[config.mk]
export PLATFORM = sky130hd
export DESIGN_NAME = atten_ctrl_rx
export DESIGN_NICKNAME = d
export VERILOG_FILES = /design/src/rtl/atten_pkg.sv /design/src/rtl/atten_sync.sv /design/src/rtl/atten_shift.sv /design/src/rtl/atten_chan_bank.sv /design/src/rtl/atten_ctrl_rx.sv
export SDC_FILE = /design/constraint.sdc
export NUM_CORES = 1
export LEC_CHECK = 0
export BUFFER_PORTS_ARGS = -buffer_cell sky130_fd_sc_hd__buf_2
export CAP_MARGIN = 20
export CORE_ASPECT_RATIO = 1.75
export CORE_MARGIN = 2
export CORE_UTILIZATION = 51
export CTS_CLUSTER_SIZE = 25
export DETAILED_ROUTE_END_ITERATION = 6
export GPL_ROUTABILITY_DRIVEN = 0
export PLACE_DENSITY = 0.75
export SETUP_SLACK_MARGIN = 0.3
export SYNTH_ARGS = -nofsm -noshare
export SYNTH_HDL_FRONTEND = slang
export SYNTH_HIERARCHICAL = 1
export SYNTH_SLANG_ARGS = --single-unit
export TNS_END_PERCENT = 30
[constraint.sdc]
create_clock -name clk -period 1.75 [get_ports clk]
set_clock_uncertainty 0.15 [all_clocks]
set_input_delay 0.35 -clock clk [delete_from_list [all_inputs] [get_ports clk]]
set_output_delay 0.35 -clock clk [all_outputs]
set_load 0.03 [all_outputs]
[src/rtl/atten_pkg.sv]
package atten_pkg;
    localparam int ADDR_W      = 8;
    localparam int LVL_W       = 8;
    localparam int FRAME_W     = ADDR_W + LVL_W;
    localparam int ATT_W       = 8;
    localparam logic [LVL_W-1:0] FULL_FIRST = 8'h60;
    localparam logic [LVL_W-1:0] MUTE_FIRST = 8'h7F;
    localparam logic [ATT_W-1:0] HALF_OFFS  = 8'd96;
    localparam logic [ATT_W-1:0] MUTE_ATT   = 8'd200;

    typedef struct packed {
        logic             mute;
        logic [ATT_W-1:0] att;
    } lvl_dec_t;

    function automatic lvl_dec_t decode_lvl(input logic [LVL_W-1:0] code);
        lvl_dec_t r;
        if (code >= MUTE_FIRST) begin
            r.mute = 1'b1;
            r.att  = MUTE_ATT;
        end else if (code >= FULL_FIRST) begin
            r.mute = 1'b0;
            r.att  = {code[ATT_W-2:0], 1'b0} - HALF_OFFS;
        end else begin
            r.mute = 1'b0;
            r.att  = code;
        end
        return r;
    endfunction
endpackage

[src/rtl/atten_sync.sv]
module atten_sync #(
    parameter int             W       = 3,
    parameter int             STAGES  = 2,
    parameter logic [W-1:0]   RST_VAL = '0
) (
    input  logic         clk,
    input  logic         rst_n,
    input  logic [W-1:0] d_i,
    output logic [W-1:0] q_o
);
    logic [W-1:0] stg_d [STAGES];
    logic [W-1:0] stg_q [STAGES];

    always_comb begin
        stg_d[0] = d_i;
        for (int s = 1; s < STAGES; s++) stg_d[s] = stg_q[s-1];
    end

    always_ff @(posedge clk or negedge rst_n) begin
        if (!rst_n) begin
            for (int s = 0; s < STAGES; s++) stg_q[s] <= RST_VAL;
        end else begin
            for (int s = 0; s < STAGES; s++) stg_q[s] <= stg_d[s];
        end
    end

    assign q_o = stg_q[STAGES-1];
endmodule

[src/rtl/atten_shift.sv]
module atten_shift
    import atten_pkg::*;
(
    input  logic               clk,
    input  logic               rst_n,
    input  logic               shift_ev,
    input  logic               bit_i,
    output logic [FRAME_W-1:0] frame_o
);
    typedef struct packed {
        logic [FRAME_W-1:0] frame;
    } sh_t;

    sh_t sh_d, sh_q;

    always_comb begin
        sh_d = sh_q;
        if (shift_ev) sh_d.frame = {sh_q.frame[FRAME_W-2:0], bit_i};
    end

    always_ff @(posedge clk or negedge rst_n) begin
        if (!rst_n) sh_q <= '0;
        else        sh_q <= sh_d;
    end

    assign frame_o = sh_q.frame;
endmodule

[src/rtl/atten_chan_bank.sv]
module atten_chan_bank
    import atten_pkg::*;
#(
    parameter int NUM_CH = 2
) (
    input  logic                    clk,
    input  logic                    rst_n,
    input  logic                    latch_ev,
    input  logic [FRAME_W-1:0]      frame_i,
    output logic [NUM_CH*ATT_W-1:0] atten_o,
    output logic [NUM_CH-1:0]       mute_o
);
    typedef struct packed {
        logic [NUM_CH-1:0]            mute;
        logic [NUM_CH-1:0][ATT_W-1:0] att;
    } bank_t;

    bank_t bk_d, bk_q;
    logic [ADDR_W-1:0] sel;
    lvl_dec_t          dec;

    assign sel = frame_i[FRAME_W-1 -: ADDR_W];
    assign dec = decode_lvl(frame_i[LVL_W-1:0]);

    always_comb begin
        bk_d = bk_q;
        for (int c = 0; c < NUM_CH; c++) begin
            if (latch_ev && sel == ADDR_W'(c)) begin
                bk_d.mute[c] = dec.mute;
                bk_d.att[c]  = dec.att;
            end
        end
    end

    always_ff @(posedge clk or negedge rst_n) begin
        if (!rst_n) begin
            bk_q.mute <= '1;
            for (int c = 0; c < NUM_CH; c++) bk_q.att[c] <= MUTE_ATT;
        end else begin
            bk_q <= bk_d;
        end
    end

    for (genvar c = 0; c < NUM_CH; c++) begin : g_out
        assign atten_o[c*ATT_W +: ATT_W] = bk_q.att[c];
    end
    assign mute_o = bk_q.mute;
endmodule

[src/rtl/atten_ctrl_rx.sv]
module atten_ctrl_rx
    import atten_pkg::*;
#(
    parameter int NUM_CH      = 2,
    parameter int SYNC_STAGES = 2
) (
    input  logic                    clk,
    input  logic                    rst_n,
    input  logic                    ser_clk_i,
    input  logic                    ser_en_n_i,
    input  logic                    ser_dat_i,
    output logic                    ser_dat_o,
    output logic [NUM_CH*ATT_W-1:0] atten_o,
    output logic [NUM_CH-1:0]       mute_o
);
    // synchronized vector order: {enable, clock, data}
    localparam logic [2:0] SYNC_RST = 3'b100;

    typedef struct packed {
        logic clk_prev;
        logic en_prev;
    } edge_t;

    logic [2:0]         sync_v;
    logic               s_clk, s_en, s_dat;
    logic               shift_ev, latch_ev;
    logic [FRAME_W-1:0] frame_q;
    edge_t              ed_d, ed_q;

    atten_sync #(.W(3), .STAGES(SYNC_STAGES), .RST_VAL(SYNC_RST)) u_sync (
        .clk   (clk),
        .rst_n (rst_n),
        .d_i   ({ser_en_n_i, ser_clk_i, ser_dat_i}),
        .q_o   (sync_v)
    );

    assign {s_en, s_clk, s_dat} = sync_v;

    always_comb begin
        ed_d.clk_prev = s_clk;
        ed_d.en_prev  = s_en;
    end

    always_ff @(posedge clk or negedge rst_n) begin
        if (!rst_n) ed_q <= '{clk_prev: 1'b0, en_prev: 1'b1};
        else        ed_q <= ed_d;
    end

    assign shift_ev = s_clk & ~ed_q.clk_prev & ~s_en;
    assign latch_ev = s_en & ~ed_q.en_prev;

    atten_shift u_shift (
        .clk      (clk),
        .rst_n    (rst_n),
        .shift_ev (shift_ev),
        .bit_i    (s_dat),
        .frame_o  (frame_q)
    );

    atten_chan_bank #(.NUM_CH(NUM_CH)) u_bank (
        .clk      (clk),
        .rst_n    (rst_n),
        .latch_ev (latch_ev),
        .frame_i  (frame_q),
        .atten_o  (atten_o),
        .mute_o   (mute_o)
    );

    assign ser_dat_o = frame_q[FRAME_W-1];
endmodule

== Word-level counts from Yosys, hierarchy flattened ==
Cells that the tools add are included.
W data, S select, Z words.

* Add/sub/neg operators: 1
* Multipliers: 0
* Divide/modulo/power cells: 0
* Order comparisons: 2
* Equality and inequality tests: 1
* Shifts and indexed selects: 0
* Multiplexer cells: 2
* Bitwise gates (word level): 6
* Reduce and logical (&&, ||, !) cells: 3

{| class="wikitable"
|+ Operators with widths
! cell !! count
|-
| $ge A8 B7 Y1 const B || 2
|-
| $mux W9 || 1
|-
| $eq A8 B1 Y1 const B || 1
|-
| $logic_not A8 Y1 || 1
|-
| $mux W8 || 1
|-
| $sub A8 B7 Y8 const B || 1
|-
| $and A1 B1 Y1 || 3
|-
| $not A1 Y1 || 3
|-
| $logic_and A1 B1 Y1 || 2
|}

* Register bits: 42
* Latch bits: 0
* Memory bits (writable): 0
* Bits in read-only memories: 0
* Bits of input ports: 5
* Output and inout bits: 19
* Word-level logic and storage cells: 24
* Memories kept: 0

== Depth between registers and ports, before layout ==
Gate-level depths: netlist of run 1.

* Depth after elaboration: 3
* Gate-level depth with buffers: 6
* Mapped depth without buffers: 6

== By module ==
Netlist of run 1, hierarchy kept.

{| class="wikitable"
|+ By module, submodules not included
! module !! times used !! cells each !! area an instance (um2) !! sequential area each (um2)
|-
| atten_chan_bank || 1 || 81 || 982.2 || 460.4
|-
| atten_shift || 1 || 34 || 649.4 || 400.4
|-
| atten_sync || 1 || 6 || 152.6 || 152.6
|-
| atten_ctrl_rx || 1 || 4 || 72.6 || 51.3
|}

== Worst setup path before layout of run 1 ==
Ideal clock, no wire load.

* Path type: register to register
* Start point: reg u_sync.stg_q, in the netlist u_sync/q_o[2]
* End point: reg u_bank.bk_q, in the netlist u_bank/atten_o[0]
* Library setup time: 0.125 ns
* Arrival: 1.516 ns
* Required time: 1.475 ns
* Setup slack: -0.041 ns
* Cell stages (with the launch flop): 6
* Buffers on the path: 1
* Clock period less this slack: 1.791 ns
* Path through: dfstp_2 and2b_2 nor4b_4 and3b_1 buf_6 mux2_4

* Longest elaborated chain between the ends: 2

{| class="wikitable"
|+ Ends and longest elaborated chain
! item !! RTL line !! source
|-
| from (decl) || atten_sync.sv:12 || <nowiki>logic [W-1:0] stg_q [STAGES];</nowiki>
|-
| $and A1 B1 Y1 || atten_ctrl_rx.sv:50 || <nowiki>assign latch_ev = s_en & ~ed_q.en_prev;</nowiki>
|-
| net latch_ev || atten_ctrl_rx.sv:26 || <nowiki>logic shift_ev, latch_ev;</nowiki>
|-
| $logic_and A1 B1 Y1 || atten_chan_bank.sv:28 || <nowiki>if (latch_ev && sel == ADDR_W'(c)) begin</nowiki>
|-
| to (signal assigned) || atten_chan_bank.sv:40 || <nowiki>bk_q <= bk_d;</nowiki>
|-
| to (decl) || atten_chan_bank.sv:18 || <nowiki>bank_t bk_d, bk_q;</nowiki>
|}

The timed path passes the listed nets, and every way through them passes these cells.
A chain may end at the register's enable or synchronous reset.

== Final worst setup path of run 1 ==
* Start point: reg u_sync.stg_q, in the netlist u_sync/q_o[2]
* End point: reg u_bank.bk_q, in the netlist u_bank/atten_o[13]

The elaborated chain is that of the path after synthesis.

==> results.sh, run 1 <==
export IMPL_status="complete, but fails checks"
export IMPL_violations="negative setup slack"
export IMPL_whs_ns=0.201
export IMPL_syn_inst=125
export IMPL_rsz0062_at_grt="true"
export IMPL_fill_cells=263
export IMPL_crit_chain="and2b_2, nor4b_4, buf_4, nand3_4, buf_12, mux2_4"
export IMPL_drt_iter0_drc=41
export IMPL_ios=24
export IMPL_synth_top_area_frac=0.418
export IMPL_max_freq_mhz=559
export IMPL_cts_root_buf="clkbuf_8"
export IMPL_worstSetupPathType="flip-flop to flip-flop"
export IMPL_portBuffers=23
export IMPL_postRouteAntennaNets=0
export IMPL_arrival_ns=1.82
export IMPL_ys_warn_count=6
export IMPL_path_clk_slew_ns=0.07
export IMPL_synthTopCellsByCount="31 x dfrtp_1, 19 x mux2_4, 14 x nand2_1"
export IMPL_yosysUniqueCellTypes=33
export IMPL_core_sq_um=3560
export IMPL_worst_path_buf_inv=2
export IMPL_grt_pass1_vias=1280
export IMPL_hp_class="flip-flop to flip-flop"
export IMPL_clock_path_buffers=2
export IMPL_hold_viol_final=0
export IMPL_initial_core_util=0.522
export IMPL_grt_remaining_overflow=0
export IMPL_place_hpwl_mm=2.40
export IMPL_nets=182
export IMPL_fin_util=0.698
export IMPL_drv_cap=0
export IMPL_syn_nets=132
export IMPL_drt_pass1_iter_count=4
export IMPL_synth_most_common_cell="dfrtp_1"
export IMPL_critPathRequiredTime_ns=1.78
export IMPL_vias=1183
export IMPL_area_growth_syn_to_layout_pct=33.7
export IMPL_ir_drop_uv=997
export IMPL_start_kind="flip-flop"
export IMPL_cp_slowest_cell="dfstp_2"
export IMPL_die_area_sq_um=4160
export IMPL_p_per_area_nw_per_um2=1620
export IMPL_grt_antenna_before_repair=0
export IMPL_wl_per_cell_microns=15.6
export IMPL_final_max_slew_viol_count=0
export IMPL_drc=0
export IMPL_num_antenna_cells=0
export IMPL_yosys_most_used_dff="dfrtp_1"
export IMPL_total_power_mw=4.02
export IMPL_tightest_slew_ns=0.451
export IMPL_rows=29
export IMPL_drive_above_1_share=0.591
export IMPL_multi_input_area_sq_um=791
export IMPL_synth_enable_flop_cells=0
export IMPL_cts_tree="built"
export IMPL_ys_async_sr_fraction=1.00
export IMPL_synth_area_per_cell_sq_um=14.9
export IMPL_yosysSeqAreaShare=0.573
export IMPL_post_route_period_util=1.02
export IMPL_die_x_microns=49.6
export IMPL_wirelength_mm=3.46
export IMPL_cts_sinks=42
export IMPL_end_kind="flip-flop"
export IMPL_slew_headroom=0.699
export IMPL_synth_seq_cells=42
export IMPL_path_max_fanout=9
export IMPL_die_h_microns=83.8
export IMPL_grt_max_degree=24
export IMPL_grt_usage=0.188
export IMPL_clkLatencyLatePin_ns=0.29
export IMPL_worst_slack_ns=-0.0404
export IMPL_min_period_ns=1.79
export IMPL_synth_area_leaders="dfrtp_1 42%, dfstp_2 16%, mux2_4 15%"
export IMPL_critPathTopFamily="flip-flops"
export IMPL_htreeDepth=2
export IMPL_viasPerCell=5.33
export IMPL_register_area_sq_um=1060
export IMPL_critPathMaxStageDelay_ns=0.53
export IMPL_syn_area_sq_um=1860
export IMPL_cts_buffers=5
export IMPL_p_leak_nw=1.20
export IMPL_grt_pass1_wl_mm=5.96
export IMPL_synth_top_cell_by_area="dfrtp_1"
export IMPL_setup_viol=9
==> state kept, by name, indices dropped and copies added (netlist names) <==
| signal | count |
|---|---|
| u_shift/frame_o | 16 |
| u_sync/stg_d | 3 |
| ed_q | 2 |
| u_bank/mute_o | 2 |
| u_sync/q_o | 3 |
| u_bank/atten_o | 16 |
==> cell type report <==
cell class                      instances  share of cell area
Clock inverter                          2              0.0242
Tap cell                               46              0.0232
Sequential cell                        42               0.429
Clock buffer                            6              0.0333
Multi-Input combinational cell         76               0.319
Inverter                                2             0.00302
Timing Repair Buffer                   48               0.169
==> metal layers <==
layer,track usage,wire length [microns],up-vias
li1,-,-,538
met1,0.206,1320,602
met2,0.332,1940,34
met3,0.0448,114,9
met4,0.0884,87,0
met5,0,0,-
==> final timing paths <==
kind	from	end	slack [ns]	cells past startpoint
max	u_sync/q_o[2]	u_bank/atten_o[13]	-0.04	6
min in group asynchronous	rst_n	u_bank/atten_o[0]	0.38	2
min	u_sync/stg_d[0]	u_sync/q_o[0]	0.20	0
max reg2reg	u_sync/q_o[2]	u_bank/atten_o[13]	-0.04	6
min reg2reg	u_sync/stg_d[0]	u_sync/q_o[0]	0.20	0
max in group asynchronous	rst_n	ed_q[0]	0.53	3
==> cell families after synthesis <==
family,share of synthesized area
fa+ha+maj,0.0135
flops,0.573
simple gates,0.104
mux,0.208
buf+inv,0.0371
compound gates,0.0633
==> report_power, final <==
group / internal, mW / switching, mW / total (mW) / leakage (nW)
Sequential: 1.25 / 0.240 / 1.49 / 0.516
Combinational: 0.820 / 0.789 / 1.61 / 0.612
Clock: 0.608 / 0.314 / 0.922 / 0.0714
Total: 2.68 / 1.34 / 4.02 / 1.20
==> through the flow <==
| stage | TNS, ns | cells | worst slack (ns) | instance area [sq um] |
|---|---|---|---|---|
| after floorplan | -0.165 | 125 | -0.0413 | 1860 |
| after global placement | -0.159 | 202 | -0.0344 | 2120 |
| after detailed placement | -0.330 | 202 | -0.0724 | 2120 |
| after CTS | -0.325 | 222 | -0.0477 | 2460 |
| after global routing | -1.42 | 222 | -0.121 | 2480 |
| final | -0.268 | 222 | -0.0404 | 2480 |
==> cells in the final DEF, fill, tap and decap left out, types with 2 or more instances in the layout <==
cell type / count
nand3_1: 3
nand2_2: 2
nor2_1: 2
nor4b_4: 2
mux2_4: 25
buf_6: 9
nand2_1: 12
dfrtp_1: 31
o21ai_2: 2
bufinv_16: 2
inv_1: 2
buf_4: 16
a21oi_1: 5
dfstp_2: 11
buf_12: 4
mux2_2: 2
clkbuf_8: 6
and3_1: 2
dlygate4sd3_1: 4
buf_2: 14
==> worst reg2reg max path, stage by stage (launching register included) <==
cell     delay (ns)
dfstp_2        0.53
and2b_2        0.13
nor4b_4        0.18
buf_4          0.16
nand3_4        0.07
buf_12         0.16
mux2_4         0.30
==> what timing repair did <==
| action | in CTS | in global routing |
|---|---|---|
| setup endpoints to repair | 42 | 43 |
| hold buffers | 4 | 0 |
| setup buffers | 8 | 0 |
| gates resized for setup | 28 | 6 |
| hold endpoints to repair | 14 | 0 |
| pin swaps | 6 | 2 |
(Power assumes the default switching activity.)
==> inputs of run 2 (changes only) <==
--- a/config.mk
+++ b/config.mk
@@ -10,10 +10,12 @@
 export CORE_ASPECT_RATIO = 1.75
 export CORE_MARGIN = 2
 export CORE_UTILIZATION = 51
+export CTS_BUF_LIST = sky130_fd_sc_hd__clkbuf_16
 export CTS_CLUSTER_SIZE = 25
 export DETAILED_ROUTE_END_ITERATION = 6
 export GPL_ROUTABILITY_DRIVEN = 0
-export PLACE_DENSITY = 0.75
+export PLACE_DENSITY = 0.81
+export REMOVE_ABC_BUFFERS = 1
 export SETUP_SLACK_MARGIN = 0.3
 export SYNTH_ARGS = -nofsm -noshare
 export SYNTH_HDL_FRONTEND = slang
==> results.sh, run 2 (synthesis results as in run 1) <==
export IMPL_viasPerCell=5.58
export IMPL_grt_pass1_wl_mm=6.79
export IMPL_tightest_slew_ns=0.497
export IMPL_worst_slack_ns=-0.0909
export IMPL_postRouteAntennaNets=0
export IMPL_drt_iter0_drc=32
export IMPL_r2r_slack_ns=-0.09
export IMPL_p_leak_nw=1.18
export IMPL_grt_usage=0.225
export IMPL_drc=0
export IMPL_fin_setup_tns_ns=-0.674
export IMPL_htreeDepth=2
export IMPL_critPathRequiredTime_ns=1.76
export IMPL_die_x_microns=49.6
export IMPL_grt_remaining_overflow=0
export IMPL_grt_max_degree=23
export IMPL_fill_cells=232
export IMPL_path_max_fanout=9
export IMPL_initial_core_util=0.522
export IMPL_die_h_microns=83.8
export IMPL_grt_antenna_before_repair=0
export IMPL_post_route_period_util=1.05
export IMPL_rsz0062_at_grt="true"
export IMPL_area_growth_syn_to_layout_pct=33.2
export IMPL_min_period_ns=1.84
export IMPL_final_cell_area_sq_um=2470
export IMPL_place_hpwl_mm=2.51
export IMPL_worstRegToRegCells=5
export IMPL_rows=29
export IMPL_placed_cells=200
export IMPL_total_power_mw=4.15
export IMPL_hp_class="input port to flip-flop"
export IMPL_status="complete, but fails checks"
export IMPL_portBuffers=23
export IMPL_final_max_slew_viol_count=0
export IMPL_mostFrequentLayoutCells="31 x dfrtp_1, 26 x mux2_4, 16 x buf_2"
export IMPL_ios=24
export IMPL_cts_tree="built"
export IMPL_cts_buffers=5
export IMPL_start_kind="flip-flop"
export IMPL_num_antenna_cells=0
export IMPL_drv_cap=0
export IMPL_whs_path_depth=1
export IMPL_setup_viol=13
export IMPL_worstSetupPathType="flip-flop to flip-flop"
export IMPL_violations="negative setup slack"
export IMPL_reg2reg_to="u_bank/atten_o[0]"
export IMPL_p_per_area_nw_per_um2=1680
export IMPL_ir_drop_uv=845
export IMPL_max_freq_mhz=543
export IMPL_reg2reg_from="u_sync/q_o[2]"
export IMPL_wirelength_mm=4.38
export IMPL_wl_per_cell_microns=20.3
export IMPL_clock_path_buffers=2
export IMPL_slew_headroom=0.669
export IMPL_cts_sinks=42
export IMPL_hold_viol_final=0
export IMPL_cts_root_buf="clkbuf_16"
export IMPL_drive_above_1_share=0.624
export IMPL_path_clk_slew_ns=0.06
export IMPL_hold_path_end="u_sync/stg_d[2]"
export IMPL_clkLatencyLatePin_ns=0.28
export IMPL_final_cells=216
export IMPL_fin_util=0.696
export IMPL_end_kind="flip-flop"
export IMPL_die_area_sq_um=4160
export IMPL_vias=1206
export IMPL_arrival_ns=1.85
export IMPL_drt_pass1_iter_count=4
export IMPL_core_sq_um=3560
export IMPL_dpl_cell_area_sq_um=2090
export IMPL_final_common_cell="dfrtp_1"
export IMPL_grt_pass1_vias=1278
export IMPL_hp_start="ser_en_n_i"
export IMPL_nets=176
## run 2: worst max path at each step
| stage | slack, ns | cells after the start | end | startpoint |
|---|---|---|---|---|
| after floorplan | -0.23 | 2 | u_shift/frame_o[0] | u_sync/q_o[2] |
| after global placement | -0.03 | 5 | u_bank/atten_o[1] | u_sync/q_o[2] |
| after detailed placement | -0.07 | 5 | u_bank/atten_o[0] | u_sync/q_o[2] |
| after CTS | -0.06 | 5 | u_bank/atten_o[0] | u_sync/q_o[2] |
| after global routing | -0.16 | 5 | u_bank/atten_o[0] | u_sync/q_o[2] |
| final | -0.09 | 5 | u_bank/atten_o[0] | u_sync/q_o[2] |
## run 2: stage by stage
step	hold slack, ns	setup WS (ns)
global route	0.00883	-0.165
floorplan	-0.0956	-0.231
detailed placement	0.187	-0.0664
finish	0.0149	-0.0909
CTS	0.0109	-0.0639
global placement	0.171	-0.0341
## run 2: layer usage
metal / GRT usage / vias up / part of all wire
met5: 0 / - / 0
met4: 0.124 / 0 / 0.052
met3: 0.0394 / 17 / 0.030
met2: 0.387 / 31 / 0.54
met1: 0.256 / 627 / 0.37
li1: - / 531 / -
## run 2: timing repair
item	4_1_cts	5_1_grt
pin swaps	9	3
buffers inserted	6	0
hold endpoints to repair	18	0
setup endpoints to repair	42	42
resized for setup	16	32
gates cloned	1	0
hold buffers	1	0
## run 2: where the power goes
part / internal (mW) / switching, mW
Sequential: 1.25 / 0.277
Clock: 0.662 / 0.354
Combinational: 0.774 / 0.837
Total: 2.69 / 1.47
## run 2: final cells by class
| type | count | area [sq um] | area share |
|---|---|---|---|
| clock buffers | 5 | 125 | 0.0506 |
| multi-input cells | 77 | 840 | 0.339 |
| repair buffers | 41 | 342 | 0.138 |
| well taps | 46 | 57.6 | 0.0233 |
| inverters | 2 | 7.51 | 0.00303 |
| clock inverters | 3 | 37.5 | 0.0152 |
| flip-flops and latches | 42 | 1060 | 0.430 |
## run 2: critical path, stage by stage, from the launching register on
cell and delay, ns:
dfstp_2 0.53, and2b_2 0.14, nor4b_4 0.20, and3b_2 0.24, buf_12 0.14, mux2_4 0.31
==> inputs of run 3 (changes only) <==
--- a/config.mk
+++ b/config.mk
@@ -9,12 +9,12 @@
 export CAP_MARGIN = 20
 export CORE_ASPECT_RATIO = 1.75
 export CORE_MARGIN = 2
-export CORE_UTILIZATION = 51
-export CTS_BUF_LIST = sky130_fd_sc_hd__clkbuf_16
+export CORE_UTILIZATION = 53
+export CTS_BUF_LIST = sky130_fd_sc_hd__clkbuf_2 sky130_fd_sc_hd__clkbuf_4 sky130_fd_sc_hd__clkbuf_8
 export CTS_CLUSTER_SIZE = 25
 export DETAILED_ROUTE_END_ITERATION = 6
 export GPL_ROUTABILITY_DRIVEN = 0
-export PLACE_DENSITY = 0.81
+export PLACE_DENSITY = 0.83
 export REMOVE_ABC_BUFFERS = 1
 export SETUP_SLACK_MARGIN = 0.3
 export SYNTH_ARGS = -nofsm -noshare
==> results.sh, run 3 (synthesis results as in run 1) <==
export IMPL_ios=24
export IMPL_grt_pass1_wl_mm=5.66
export IMPL_drc=0
export IMPL_min_period_ns=1.83
export IMPL_max_freq_mhz=548
export IMPL_grt_usage=0.192
export IMPL_initial_core_util=0.552
export IMPL_slew_headroom=0.664
export IMPL_worstSetupPathType="flip-flop to flip-flop"
export IMPL_num_antenna_cells=0
export IMPL_drt_iter0_drc=61
export IMPL_grt_pass1_vias=1189
export IMPL_rows=28
export IMPL_drive_above_1_share=0.601
export IMPL_portBuffers=23
export IMPL_hold_viol_final=0
export IMPL_status="complete, but fails checks"
export IMPL_violations="negative setup slack"
export IMPL_ir_drop_uv=944
export IMPL_start_kind="flip-flop"
export IMPL_critPathRequiredTime_ns=1.77
export IMPL_area_growth_syn_to_layout_pct=28.0
export IMPL_wl_per_cell_microns=17.6
export IMPL_postRouteAntennaNets=0
export IMPL_cts_buffers=5
export IMPL_tightest_slew_ns=0.504
export IMPL_post_route_period_util=1.04
export IMPL_drv_cap=0
export IMPL_placed_cells=198
export IMPL_hp_class="input port to flip-flop"
export IMPL_grt_remaining_overflow=0
export IMPL_rsz0062_at_grt="true"
export IMPL_htreeDepth=2
export IMPL_vias=1183
export IMPL_viasPerCell=5.55
export IMPL_drt_pass1_iter_count=5
export IMPL_grt_max_degree=43
export IMPL_place_hpwl_mm=2.28
export IMPL_p_per_area_nw_per_um2=1550
export IMPL_wirelength_mm=3.76
export IMPL_die_x_microns=48.7
export IMPL_worst_slack_ns=-0.0755
export IMPL_core_sq_um=3360
export IMPL_end_kind="flip-flop"
export IMPL_cts_sinks=42
export IMPL_p_leak_nw=1.14
export IMPL_final_common_cell="dfrtp_1"
export IMPL_fill_cells=218
export IMPL_mostFrequentLayoutCells="31 x dfrtp_1, 27 x mux2_4, 14 x buf_2"
export IMPL_clock_path_buffers=2
export IMPL_nets=174
export IMPL_setup_viol=14
export IMPL_final_cells=213
export IMPL_die_area_sq_um=4010
export IMPL_die_h_microns=82.3
export IMPL_final_max_slew_viol_count=0
export IMPL_fin_util=0.707
export IMPL_cts_tree="built"
export IMPL_cts_root_buf="clkbuf_8"
export IMPL_path_max_fanout=9
export IMPL_arrival_ns=1.85
export IMPL_grt_antenna_before_repair=0
export IMPL_clkLatencyLatePin_ns=0.29
export IMPL_path_clk_slew_ns=0.07
run 3: worst paths after layout:
kind | startpoint | to | slack, ns | cells past startpoint
min in group asynchronous | rst_n | u_sync/stg_d[0] | 0.50 | 3
min | ser_dat_i | u_sync/stg_d[0] | 0.02 | 1
max in group asynchronous | rst_n | u_bank/atten_o[14] | 0.59 | 3
max reg2reg | u_sync/q_o[2] | u_bank/atten_o[2] | -0.08 | 5
min reg2reg | u_sync/stg_d[0] | u_sync/q_o[0] | 0.20 | 0
max | u_sync/q_o[2] | u_bank/atten_o[2] | -0.08 | 5
run 3: layer usage:
layer,vias up,part of all wire,GRT usage
met4,0,0.019,0.0971
met3,8,0.036,0.0432
met5,-,0,0
li1,526,-,-
met2,47,0.57,0.329
met1,602,0.38,0.227
run 3: power breakdown:
part | switching, mW | total [mW] | internal [mW]
Sequential | 0.241 | 1.49 | 1.25
Clock | 0.296 | 0.626 | 0.330
Combinational | 0.830 | 1.58 | 0.745
run 3: critical path, cell delays in order (launching register included):
cell and delay, ns:
dfstp_2 0.54, and2b_2 0.14, nor4b_4 0.20, and3b_2 0.24, buf_12 0.14, mux2_4 0.30
run 3: through the flow:
| step | hold WS (ns) | setup TNS, ns | setup slack, ns | total power, mW | area, sq um |
|---|---|---|---|---|---|
| CTS | 0.00515 | -0.365 | -0.0529 | 3.58 | 2320 |
| detailed placement | 0.189 | -0.824 | -0.0968 | 2.78 | 2070 |
| global placement | 0.184 | -0.297 | -0.0510 | 2.71 | 2070 |
| finish | 0.0160 | -0.722 | -0.0755 | 3.69 | 2380 |
| floorplan | -0.0956 | -4.11 | -0.231 | 2.36 | 1800 |
| global route | 0.00236 | -1.10 | -0.0957 | 3.87 | 2380 |
run 3: final cells by class:
type                            instances  area [sq um]  share of cell area
Inverter                                2          7.51             0.00316
Timing Repair Buffer                   39           325               0.137
Multi-Input combinational cell         77           832               0.350
Clock buffer                            8          91.3              0.0384
Tap cell                               45          56.3              0.0237
Sequential cell                        42          1060               0.448
run 3: what timing repair did:
item                                    in CTS  in global routing
hold endpoints to repair                    32                  0
endpoints found under the setup margin      42                 43
pin swaps                                    5                  4
buffers inserted                             4                  0
gates cloned                                 1                  0
gates resized for setup                     28                 13
hold buffers                                 2                  0
